===== src/rtl/cpg_pkg.sv =====
package cpg_pkg;
  typedef enum logic [2:0] {
    CMD_IDLE   = 3'd0,
    CMD_READ   = 3'd1,
    CMD_WRITE  = 3'd2,
    CMD_WRALL  = 3'd3,
    CMD_ERASE  = 3'd4,
    CMD_ERALL  = 3'd5,
    CMD_WREN   = 3'd6,
    CMD_WRDIS  = 3'd7
  } cpg_cmd_e;

  function automatic logic cmd_is_gated(input logic [2:0] c);
    return (c == CMD_WRITE) || (c == CMD_WRALL) ||
           (c == CMD_ERASE) || (c == CMD_ERALL);
  endfunction

  function automatic logic cmd_has_data(input logic [2:0] c);
    return (c == CMD_WRITE) || (c == CMD_WRALL);
  endfunction
endpackage


===== src/rtl/cpg_edge_count.sv =====
module cpg_edge_count #(
  parameter int CNT_W = 6
) (
  input  logic             clk_i,
  input  logic             rst_ni,
  input  logic             sel_i,
  input  logic             edge_i,
  input  logic             start_i,
  output logic [CNT_W-1:0] cnt_o,
  output logic             armed_o,
  output logic             fall_o
);
  localparam logic [CNT_W-1:0] SAT = {CNT_W{1'b1}};

  logic [CNT_W-1:0] cnt_q, cnt_d;
  logic             armed_q, armed_d;
  logic             sel_q;
  logic             fall;
  logic             load, bump;

  assign fall = sel_q & ~sel_i;
  assign load = start_i & sel_i;
  assign bump = armed_q & sel_i & edge_i & ~start_i & (cnt_q != SAT);

  always_comb begin
    cnt_d   = cnt_q;
    armed_d = armed_q;
    if (fall) begin
      armed_d = 1'b0;
    end else if (load) begin
      armed_d = 1'b1;
    end
    if (load) begin
      cnt_d = {{(CNT_W-1){1'b0}}, 1'b1};
    end else if (bump) begin
      cnt_d = cnt_q + 1'b1;
    end
  end

  always_ff @(posedge clk_i or negedge rst_ni) begin
    if (!rst_ni) begin
      cnt_q   <= '0;
      armed_q <= 1'b0;
      sel_q   <= 1'b0;
    end else begin
      cnt_q   <= cnt_d;
      armed_q <= armed_d;
      sel_q   <= sel_i;
    end
  end

  assign cnt_o   = cnt_q;
  assign armed_o = armed_q;
  assign fall_o  = fall;


  edge_step_chk: assert property (@(posedge clk_i) disable iff (!rst_ni)
    (armed_q && sel_i && edge_i && !start_i && cnt_q != SAT)
      |=> cnt_q == $past(cnt_q) + {{(CNT_W-1){1'b0}}, 1'b1});


  sat_hold_chk: assert property (@(posedge clk_i) disable iff (!rst_ni)
    (cnt_q == SAT && !start_i) |=> cnt_q == SAT);
endmodule


===== src/rtl/cpg_len_table.sv =====
module cpg_len_table
  import cpg_pkg::*;
#(
  parameter int ADDR_BYTE = 7,
  parameter int ADDR_WORD = 6,
  parameter int DATA_BYTE = 8,
  parameter int DATA_WORD = 16,
  parameter int CNT_W     = 6
) (
  input  logic [2:0]       cmd_i,
  input  logic             org_i,
  output logic [CNT_W-1:0] exp_len_o,
  output logic             gated_o
);
  localparam int HDR = 3;
  localparam logic [CNT_W-1:0] LEN_CTL_B = CNT_W'(HDR + ADDR_BYTE);
  localparam logic [CNT_W-1:0] LEN_CTL_W = CNT_W'(HDR + ADDR_WORD);
  localparam logic [CNT_W-1:0] LEN_DAT_B = CNT_W'(HDR + ADDR_BYTE + DATA_BYTE);
  localparam logic [CNT_W-1:0] LEN_DAT_W = CNT_W'(HDR + ADDR_WORD + DATA_WORD);

  always_comb begin
    gated_o = cmd_is_gated(cmd_i);
    unique case ({cmd_has_data(cmd_i), org_i})
      2'b00:   exp_len_o = LEN_CTL_B;
      2'b01:   exp_len_o = LEN_CTL_W;
      2'b10:   exp_len_o = LEN_DAT_B;
      default: exp_len_o = LEN_DAT_W;
    endcase
  end
endmodule


===== src/rtl/cpg_frame_guard.sv =====
module cpg_frame_guard
  import cpg_pkg::*;
#(
  parameter int ADDR_BYTE = 7,
  parameter int ADDR_WORD = 6,
  parameter int DATA_BYTE = 8,
  parameter int DATA_WORD = 16
) (
  input  logic       clk_i,
  input  logic       rst_ni,
  input  logic       sel_i,
  input  logic       edge_i,
  input  logic       start_i,
  input  logic [2:0] cmd_i,
  input  logic       org_i,
  output logic       commit_o,
  output logic       abort_o
);
  localparam int LEN_B   = 3 + ADDR_BYTE + DATA_BYTE;
  localparam int LEN_W   = 3 + ADDR_WORD + DATA_WORD;
  localparam int MAX_LEN = (LEN_B > LEN_W) ? LEN_B : LEN_W;
  localparam int CNT_W   = $clog2(MAX_LEN + 1) + 1;

  logic [CNT_W-1:0] cnt, exp_len;
  logic             armed, fall, gated, decide;
  logic             commit_q, commit_d, abort_q, abort_d;

  cpg_edge_count #(.CNT_W(CNT_W)) u_cnt (
    .clk_i   (clk_i),
    .rst_ni  (rst_ni),
    .sel_i   (sel_i),
    .edge_i  (edge_i),
    .start_i (start_i),
    .cnt_o   (cnt),
    .armed_o (armed),
    .fall_o  (fall)
  );

  cpg_len_table #(
    .ADDR_BYTE (ADDR_BYTE),
    .ADDR_WORD (ADDR_WORD),
    .DATA_BYTE (DATA_BYTE),
    .DATA_WORD (DATA_WORD),
    .CNT_W     (CNT_W)
  ) u_len (
    .cmd_i     (cmd_i),
    .org_i     (org_i),
    .exp_len_o (exp_len),
    .gated_o   (gated)
  );

  assign decide = fall & armed & gated;

  always_comb begin
    commit_d = decide & (cnt == exp_len);
    abort_d  = decide & (cnt != exp_len);
  end

  always_ff @(posedge clk_i or negedge rst_ni) begin
    if (!rst_ni) begin
      commit_q <= 1'b0;
      abort_q  <= 1'b0;
    end else begin
      commit_q <= commit_d;
      abort_q  <= abort_d;
    end
  end

  assign commit_o = commit_q;
  assign abort_o  = abort_q;


  excl_chk: assert property (@(posedge clk_i) disable iff (!rst_ni)
    $onehot0({commit_o, abort_o}));


  after_fall_chk: assert property (@(posedge clk_i) disable iff (!rst_ni)
    (commit_o || abort_o) |-> (!$past(sel_i) && $past(sel_i, 2)));


  one_cycle_chk: assert property (@(posedge clk_i) disable iff (!rst_ni)
    (commit_o || abort_o) |=> !(commit_o || abort_o));


  ungated_chk: assert property (@(posedge clk_i) disable iff (!rst_ni)
    (fall && !gated) |=> !(commit_o || abort_o));
endmodule


===== config.mk =====
export PLATFORM = sky130hd
export DESIGN_NAME = cpg_frame_guard
export DESIGN_NICKNAME = d
export VERILOG_FILES = /design/src/rtl/cpg_pkg.sv /design/src/rtl/cpg_edge_count.sv /design/src/rtl/cpg_len_table.sv /design/src/rtl/cpg_frame_guard.sv
export SDC_FILE = /design/constraint.sdc
export NUM_CORES = 1
export LEC_CHECK = 0
export ABC_CLOCK_PERIOD_IN_PS = 1070
export BUFFER_PORTS_ARGS = -buffer_cell sky130_fd_sc_hd__buf_2
export CORE_AREA = 4 4 41 43
export CTS_CLUSTER_DIAMETER = 150
export DETAILED_ROUTE_END_ITERATION = 8
export DIE_AREA = 0 0 45 47
export PLACE_DENSITY_LB_ADDON = 0.25
export REMOVE_ABC_BUFFERS = 1
export SLEW_MARGIN = 20
export SYNTH_ARGS = -nofsm -noshare
export SYNTH_HDL_FRONTEND = slang
export SYNTH_SLANG_ARGS = --single-unit

===== constraint.sdc =====
create_clock -name clk_i -period 1.07 [get_ports clk_i]
set_input_delay 0.321 -clock clk_i [delete_from_list [all_inputs] [get_ports clk_i]]
set_output_delay 0.321 -clock clk_i [all_outputs]
set_load 0.05 [all_outputs]

After elaboration in Yosys (flattened, before gate mapping)
Cells that the tools add are included.
- register bits after elaboration: 10
- logic and storage cells: 38
- add/sub/neg operators: 1
- equality and inequality tests: 9
- mux-type cells: 5
- bitwise logic cells: 12
- reduce and logical (&&, ||, !) cells: 6
- operator list (kind ; number):
    5-bit case mux with 3 select lines ; 1
    6-bit two-way mux ; 2
    1-bit AND ; 10
    6-bit by 1-bit adder with 6-bit output, second input constant ; 1
    3-bit by 2-bit equality test with 1-bit output, second input constant ; 2
    3-bit equality test, second input constant ; 2
    6-bit equality test ; 1
    6-bit inequality test ; 1
    6-bit inequality test, second input constant ; 1
    2-bit nonzero test ; 2
    1-bit logical OR ; 3
    2-bit by 1-bit equality test with 1-bit output, second input constant ; 1
    2-bit equality test, second input constant ; 1
    2-bit zero test ; 1
    1-bit two-way mux ; 2
    1-bit inverter ; 2

Longest topological paths before layout
Gate-level depths: netlist of run 1.
- word-level depth: 6
- depth in mapped cells: 5

Hierarchy
Synthesis of run 1 repeated with hierarchy kept, for this count alone.
- cell total of the unflattened synthesis: 64
- area total of the unflattened synthesis: 634.4 um^2
- modules (own cells, without submodules) (module ; instances ; cells each ; area an instance (um^2) ; sequential area each (um^2)):
    cpg_edge_count ; 1 ; 40 ; 412.9 ; 200.2
    cpg_frame_guard ; 1 ; 12 ; 138.9 ; 50.0
    cpg_len_table ; 1 ; 12 ; 82.6 ; 0.0

Least setup slack after synthesis of run 1
No wires, ideal clock.
- path type: input to register
- start point: in cmd_i[2]
- end point: reg abort_q, in the netlist abort_o
- library setup time: 65 ps
- arrival time: 1311 ps
- path slack: -306 ps
- stages: 4
- buffers on the path: 0
- cells stage by stage: inv_1 ha_1 or4b_4 o21ba_1
- cells in the longest elaborated chain, start to end: 6
- elaborated cells between the ends (all ways): 14
- RTL lines (item ; RTL line ; source):
    start, declared ; cpg_frame_guard.sv:14 ; input logic [2:0] cmd_i,
    3-bit by 2-bit equality test with 1-bit output ; cpg_pkg.sv:14, cpg_pkg.sv:19 ;
    1-bit logical OR ; cpg_pkg.sv:14, cpg_pkg.sv:19 ;
    2-bit equality test, or another cell as far along ; cpg_len_table.sv:23 ; unique case ({cmd_has_data(cmd_i), org_i})
    5-bit case mux with 3 select lines / 1-bit logical OR (equally long branches) ; cpg_len_table.sv:23, cpg_pkg.sv:15 ;
    6-bit inequality test / 1-bit AND (equally long branches) ; cpg_frame_guard.sv:56, cpg_frame_guard.sv:52 ;
    1-bit AND * ; cpg_frame_guard.sv:56 ; abort_d = decide & (cnt != exp_len);
    via abort_d ; cpg_frame_guard.sv:26 ; logic commit_q, commit_d, abort_q, abort_d;
    end signal, assigned ; cpg_frame_guard.sv:65 ; abort_q <= abort_d;
    end, declared ; cpg_frame_guard.sv:26 ;
Mark *: on every way through the listed nets, which the timed path passes. The rest lies on a longest branch.
A chain may end at the register's enable or synchronous reset.

Worst setup path in the final report of run 1
- start point: reg u_cnt.armed_q, in the netlist u_cnt.armed_o
- end point: reg abort_q, in the netlist abort_o
- cells in the longest elaborated chain, start to end: 3
- RTL lines (item ; RTL line ; source):
    start, declared ; cpg_edge_count.sv:16 ; logic armed_q, armed_d;
    start signal, assigned ; cpg_edge_count.sv:47 ; armed_q <= armed_d;
    1-bit AND (2 in series) ; cpg_frame_guard.sv:52 ; assign decide = fall & armed & gated;
    1-bit AND ; cpg_frame_guard.sv:56 ;
    via abort_d ; cpg_frame_guard.sv:26 ;
The timed path passes the listed nets, and every way through them passes these cells.

==> impl_metrics.tcl, run 1 <==
set metrics [dict create \
    status "finished, violations left" \
    violations "setup timing" \
    seq_area_frac_synth_pct 44.0 \
    yosys-top-cells-count "10 x dfrtp_1, 4 x o21ai_0, 3 x a21oi_1, 3 x nor3_1" \
    cts-root-buf "clkbuf_4" \
    syn_avg_cell_area_um2 10.4 \
    yosysWarnings 0 \
    first_iter_violations 4 \
    wl_per_cell_um 15.3 \
    synth-seq-cells 10 \
    holdPathStages 1 \
    p_comb_share_pct 24.3 \
    rows 13 \
    power.total_mw 0.875 \
    ir_drop_v 0.000620 \
    grt_usage_pct 15.6 \
    intPower_mw 0.641 \
    pre_cts_ws_ps -474 \
    cts_buffers 3 \
    ios 11 \
    cp.arrival_ps 1430 \
    synthCells 55 \
    crit_type "reg -> reg" \
    die_area_um2 2120 \
    fin_crit_sh_pct 115 \
    syn2layout_area_growth_pct 50.3 \
    reg2reg_to "abort_o$_DFF_PN0_" \
    reg2reg_slack_ps -160 \
    route.detailed.drc 0 \
    die_height_um 47 \
    ant_nets 0 \
    multi_input_area_um2 394 \
    p_leak_nw 0.379 \
    vias 516 \
    antenna_cells 0 \
    netlist_top_cells_area "dfrtp_1 44%, ha_1 4.4%, o21ai_0 3.5%" \
    worstMarginPinSlew_ps 381 \
    clockPowerShare_pct 27.9 \
    crit_start "u_cnt.armed_o$_DFFE_PN0P_" \
    worstSetupStartpointType "register" \
    finalHoldViolCount 0 \
    synth.top_cell.area_share_pct 44.0 \
    grt-ovfl-total 0 \
    fin_crit_ps 1230 \
    endpoint_kind "register" \
    min_from "sel_i" \
    ys.flop_type "dfrtp_1" \
    gp_congestion 0.790 \
    clkTransAtPathRegs_ps 60 \
    rsz0062_at_grt "true" \
    io_buffer_count 9 \
    synth.cell_area_um2 569 \
    r2r_start "u_cnt.armed_o$_DFFE_PN0P_" \
    final_nets 89 \
    max_stage_delay_ps 500 \
    slew_headroom_pct 74.5 \
    clk_path_buf_depth 2 \
    synth.distinct_cells 31 \
    cap_violations 0 \
    holdWs_ps 230 \
    setup_ws_ps -164 \
    r2r_cells 3 \
    antenna_found_initial 0 \
    crit_chain "inv_2 > or4b_4 > o21ba_4" \
    wl_mm 1.39 \
    drive_above_1_share_pct 53.9 \
    fillerInstances 111 \
    ff_latch_area_um2 251 \
    async_flop_share_pct 100 \
    hp-class "in -> reg" \
    grt_max_degree 11 \
    setup_violations 10 \
    core_um2 1300 \
    swShare_pct 26.8 \
    synth-edff-count 0 \
    grt_pass1_vias 481 \
    grt_first_pass_wirelength_mm 2.28 \
    seqPwrFrac_pct 47.8 \
    htreeDepth 1 \
    powerDensity_nw_per_um2 1020 \
    clkSinkCount 10 \
    clkLatencyLatePin_ps 260 \
    first_pass_iters 4 \
    initial_core_util_pct 43.8 \
    dieWidth_um 45 \
    finalClockSkew_ps 0.685 \
    timing.fmax_mhz 810 \
    whs_endpoint "u_cnt.sel_q$_DFF_PN0_" \
    dp_hpwl_um 944 \
    power_switching_mw 0.234 \
    worstPathMaxFanout 4 \
    drv_slew 0 \
    viasPerCell 5.67 \
    synth_most_common_cell "dfrtp_1" \
    slowest_stage "or4b_4" \
    cts_tree "done" \
    required_ps 1270 \
    yosysTopAreaCell "dfrtp_1" \
]
metal layers:
layer  global-route usage, %  up-vias  share of wire, %
li1                        -      253                 -
met1                    18.9      251                44
met2                    25.7       10                50
met3                    6.90        2               5.5
met4                    3.51        0              0.43
met5                       0        -                 0
kinds of logic (layout without fill, tap and decap cells):
family | count (synthesis) | in the layout | synth area share, %
DFF | 10 | 10 | 44.0
AOI/OAI and AO/OA | 16 | 16 | 20.0
and+or+nand+nor | 20 | 20 | 24.2
xor gates and xnor gates | 1 | 1 | 1.54
buffers and inverters | 5 | 26 | 4.18
muxes | 1 | 1 | 1.76
adders and majority gates | 2 | 2 | 4.39
how the worst max path moves through the flow:
stage | endpoint | slack [ps]
final | abort_o$_DFF_PN0_ | -160
after global routing | abort_o$_DFF_PN0_ | -210
after global placement | abort_o$_DFF_PN0_ | -420
after floorplan | abort_o$_DFF_PN0_ | -310
after detailed placement | commit_o$_DFF_PN0_ | -470
after CTS | commit_o$_DFF_PN0_ | -150
layout by cell type (no fill, tap or decap), types with 3 or more instances in the layout:
| cell | synthesis | routed |
|---|---|---|
| dfrtp_1 | 10 | 9 |
| clkbuf_4 | 0 | 3 |
| buf_4 | 1 | 8 |
| a21oi_1 | 3 | 3 |
| buf_6 | 0 | 5 |
| buf_2 | 1 | 7 |
power groups by stage:
stage | Sequential, mW | Clock, mW | Combinational [mW]
6_report | 0.418 | 0.244 | 0.212
3_3_place_gp | 0.416 | 0 | 0.142
2_1_floorplan | 0.425 | 0 | 0.0572
4_1_cts | 0.413 | 0.259 | 0.185
5_1_grt | 0.421 | 0.278 | 0.233
3_5_place_dp | 0.416 | 0 | 0.147
worst max-delay path, delay by kind of cell, from the launching register on:
kind	cells	cell delay, ps
buf+inv	1	50
flops	1	390
simple gates	1	500
compound gates	1	230
registers in the layout, indices dropped and copies added (netlist names):
register	flops
u_cnt.armed_o	1
commit_o	1
abort_o	1
u_cnt.sel_q	1
u_cnt.cnt_o	6
cell type report:
cell class                 instances  area share [%]
multi-input combinational         40            46.1
tap                               15            2.19
timing repair buffer              21            18.9
sequential                        10            29.4
clock buffer                       3            2.63
inverter                           2           0.877
through the flow:
step                instance area, um^2  utilization (%)  std cells  TNS (ps)
floorplan                           553                -         52     -1040
global placement                    692             53.2         86     -2030
detailed placement                  692             53.2         86     -2340
CTS                                 811             62.3         91      -825
global route                        856             65.8         91     -1450
finish                              856             65.8         91      -849
repair_timing:
item                                    4_1_cts  5_1_grt
gates cloned                                  0        0
gates resized for setup                      21        9
hold buffers                                  1        0
setup buffers                                 1        0
pin swaps                                     8        3
endpoints found under the setup margin       10       10
hold endpoints to repair                     10        0
Note: power is estimated with default switching activity, not from simulation.
==> run 2, diff against run 1 <==
--- a/config.mk
+++ b/config.mk
@@ -6,11 +6,11 @@
 export NUM_CORES = 1
 export LEC_CHECK = 0
 export ABC_CLOCK_PERIOD_IN_PS = 1070
-export BUFFER_PORTS_ARGS = -buffer_cell sky130_fd_sc_hd__buf_2
 export CORE_AREA = 4 4 41 43
 export CTS_CLUSTER_DIAMETER = 150
 export DETAILED_ROUTE_END_ITERATION = 8
 export DIE_AREA = 0 0 45 47
+export DONT_BUFFER_PORTS = 1
 export PLACE_DENSITY_LB_ADDON = 0.25
 export REMOVE_ABC_BUFFERS = 1
 export SLEW_MARGIN = 20
==> run 2 against run 1 <==
  * The run still ends with setup timing left
  * Critical path type unchanged
  * Worst setup slack gained 29 ps
  * Clock skew grew 1.8 ps
  * Fmax grew 2.4%
  * Die area is the same
  * First-iteration DRC count grew 130%
  * Utilization shrank 2.3 points
  * Combinational power shrank 16%
==> impl_metrics.tcl, run 2 (synthesis gave the netlist of run 1 again) <==
set metrics [dict create \
    p_leak_nw 0.354 \
    drive_above_1_share_pct 47.2 \
    cp_num_buf_inv 1 \
    crit_start "u_cnt.cnt_o[0]$_DFFE_PN0P_" \
    setup_violations 10 \
    pre_cts_ws_ps -336 \
    worstSetupStartpointType "register" \
    vias 508 \
    setup_ws_ps -135 \
    final_cell_mix "12 x buf_4, 9 x dfrtp_1, 3 x a21oi_1, 3 x clkbuf_4" \
    fin_crit_ps 1210 \
    viasPerCell 5.84 \
    gp_congestion 0.825 \
    final_common_cell "buf_4" \
    ff_latch_area_um2 251 \
    slowest_stage "dfrtp_1" \
    crit_type "reg -> reg" \
    rsz0062_at_grt "true" \
    antenna_found_initial 0 \
    path_delay_family "flip-flops" \
    clkLatencyLatePin_ps 260 \
    p_comb_share_pct 18.9 \
    wl_per_cell_um 15.4 \
    clkTransAtPathRegs_ps 70 \
    swShare_pct 25.5 \
    wl_mm 1.34 \
    endpoint_kind "register" \
    drv_slew 0 \
    multi_input_area_um2 360 \
    rows 13 \
    crit_chain "buf_4 > nor3b_1 > o21ai_1 > o21ba_1" \
    initial_core_util_pct 43.8 \
    max_stage_delay_ps 430 \
    cap_violations 0 \
    intPower_mw 0.702 \
    clk_path_buf_depth 2 \
    grt-ovfl-total 0 \
    dp_hpwl_um 867 \
    min_from "sel_i" \
    antenna_cells 0 \
    violations "setup timing" \
    status "finished, violations left" \
    grt_usage_pct 15.5 \
    grt_first_pass_wirelength_mm 2.26 \
    cts_tree "done" \
    syn2layout_area_growth_pct 45.1 \
    clkSinkCount 10 \
    hp-class "in -> reg" \
    setup_tns_ps -770 \
    first_pass_iters 4 \
    ios 11 \
    ir_drop_v 0.000866 \
    powerDensity_nw_per_um2 1140 \
    die_area_um2 2120 \
    seqPwrFrac_pct 44.3 \
    fillerInstances 102 \
    dieWidth_um 45 \
    clockPowerShare_pct 36.8 \
    r2r_start "u_cnt.cnt_o[0]$_DFFE_PN0P_" \
    power_switching_mw 0.241 \
    worstMarginPinSlew_ps 504 \
    grt_pass1_vias 515 \
    finalClockSkew_ps 2.53 \
    io_buffer_count 0 \
    die_height_um 47 \
    dp.cells 80 \
    grt_max_degree 11 \
    final_nets 84 \
    cp.arrival_ps 1360 \
    route.detailed.drc 0 \
    cts-root-buf "clkbuf_4" \
    ant_nets 0 \
    fin_crit_sh_pct 113 \
    final_cells 87 \
    cts_buffers 3 \
    worstPathMaxFanout 3 \
    first_iter_violations 9 \
    required_ps 1230 \
    core_um2 1300 \
    htreeDepth 1 \
    finalHoldViolCount 0 \
    largest_reg_flops 6 \
    timing.fmax_mhz 830 \
    slew_headroom_pct 66.3 \
]
## run 2: changes by cell type in the layout (fill, tap and decap cells not counted), sizes merged
cell / before / now
buf: 20 / 15
clkbuf: 3 / 4
## run 2: worst paths after layout
check,slack (ps),end,cells after the start
setup / recovery,-140,abort_o$_DFF_PN0_,4
hold / removal,80,u_cnt.sel_q$_DFF_PN0_,0
setup reg to reg,-140,abort_o$_DFF_PN0_,4
hold reg to reg,470,u_cnt.armed_o$_DFFE_PN0P_,1
max in group asynchronous,250,u_cnt.cnt_o[3]$_DFFE_PN0P_,1
min in group asynchronous,460,u_cnt.cnt_o[5]$_DFFE_PN0P_,1
## run 2: worst reg2reg max path: stages (launching register included)
cell	delay, ps
dfrtp_1	430
buf_4	150
nor3b_1	200
o21ai_1	130
o21ba_1	190
## run 2: metrics by stage
stage / cell area [um^2] / hold slack [ps] / power, mW / utilization (%)
after floorplan: 553 / 25.4 / 0.483 / -
after global placement: 694 / 25.7 / 0.540 / 53.4
after detailed placement: 694 / 25.8 / 0.543 / 53.4
after CTS: 778 / 69.1 / 0.922 / 59.8
after global routing: 826 / 56.0 / 0.999 / 63.5
final: 826 / 80.7 / 0.943 / 63.5
## run 2: area by class of cell
type                    instances  share of cell area, %
repair buffers                 16                   18.3
inverters                       2                  0.909
multi-input cells              40                   43.6
clock buffers                   4                   4.39
flip-flops and latches         10                   30.5
well taps                      15                   2.27
## run 2: layer usage
layer | part of all wire, % | global-route usage [%] | wire length [um]
met1 | 44 | 16.5 | 583
met4 | 1.2 | 12.3 | 16
met2 | 52 | 26.8 | 694
met3 | 3.4 | 3.07 | 45
met5 | 0 | 0 | 0
## run 2: what timing repair did
| item | CTS | global route |
|---|---|---|
| pin swaps | 4 | 5 |
| endpoints found under the setup margin | 10 | 10 |
| hold endpoints to repair | 10 | 0 |
| resized for setup | 9 | 10 |
| hold buffers | 1 | 0 |
| setup buffers | 1 | 1 |
## run 2: power by group through the flow
stage	sequential, mW	clock [mW]	combinational (mW)
6_report	0.417	0.347	0.178
4_1_cts	0.413	0.358	0.151
3_5_place_dp	0.420	0	0.122
2_1_floorplan	0.425	0	0.0572
3_3_place_gp	0.420	0	0.120
5_1_grt	0.421	0.384	0.193
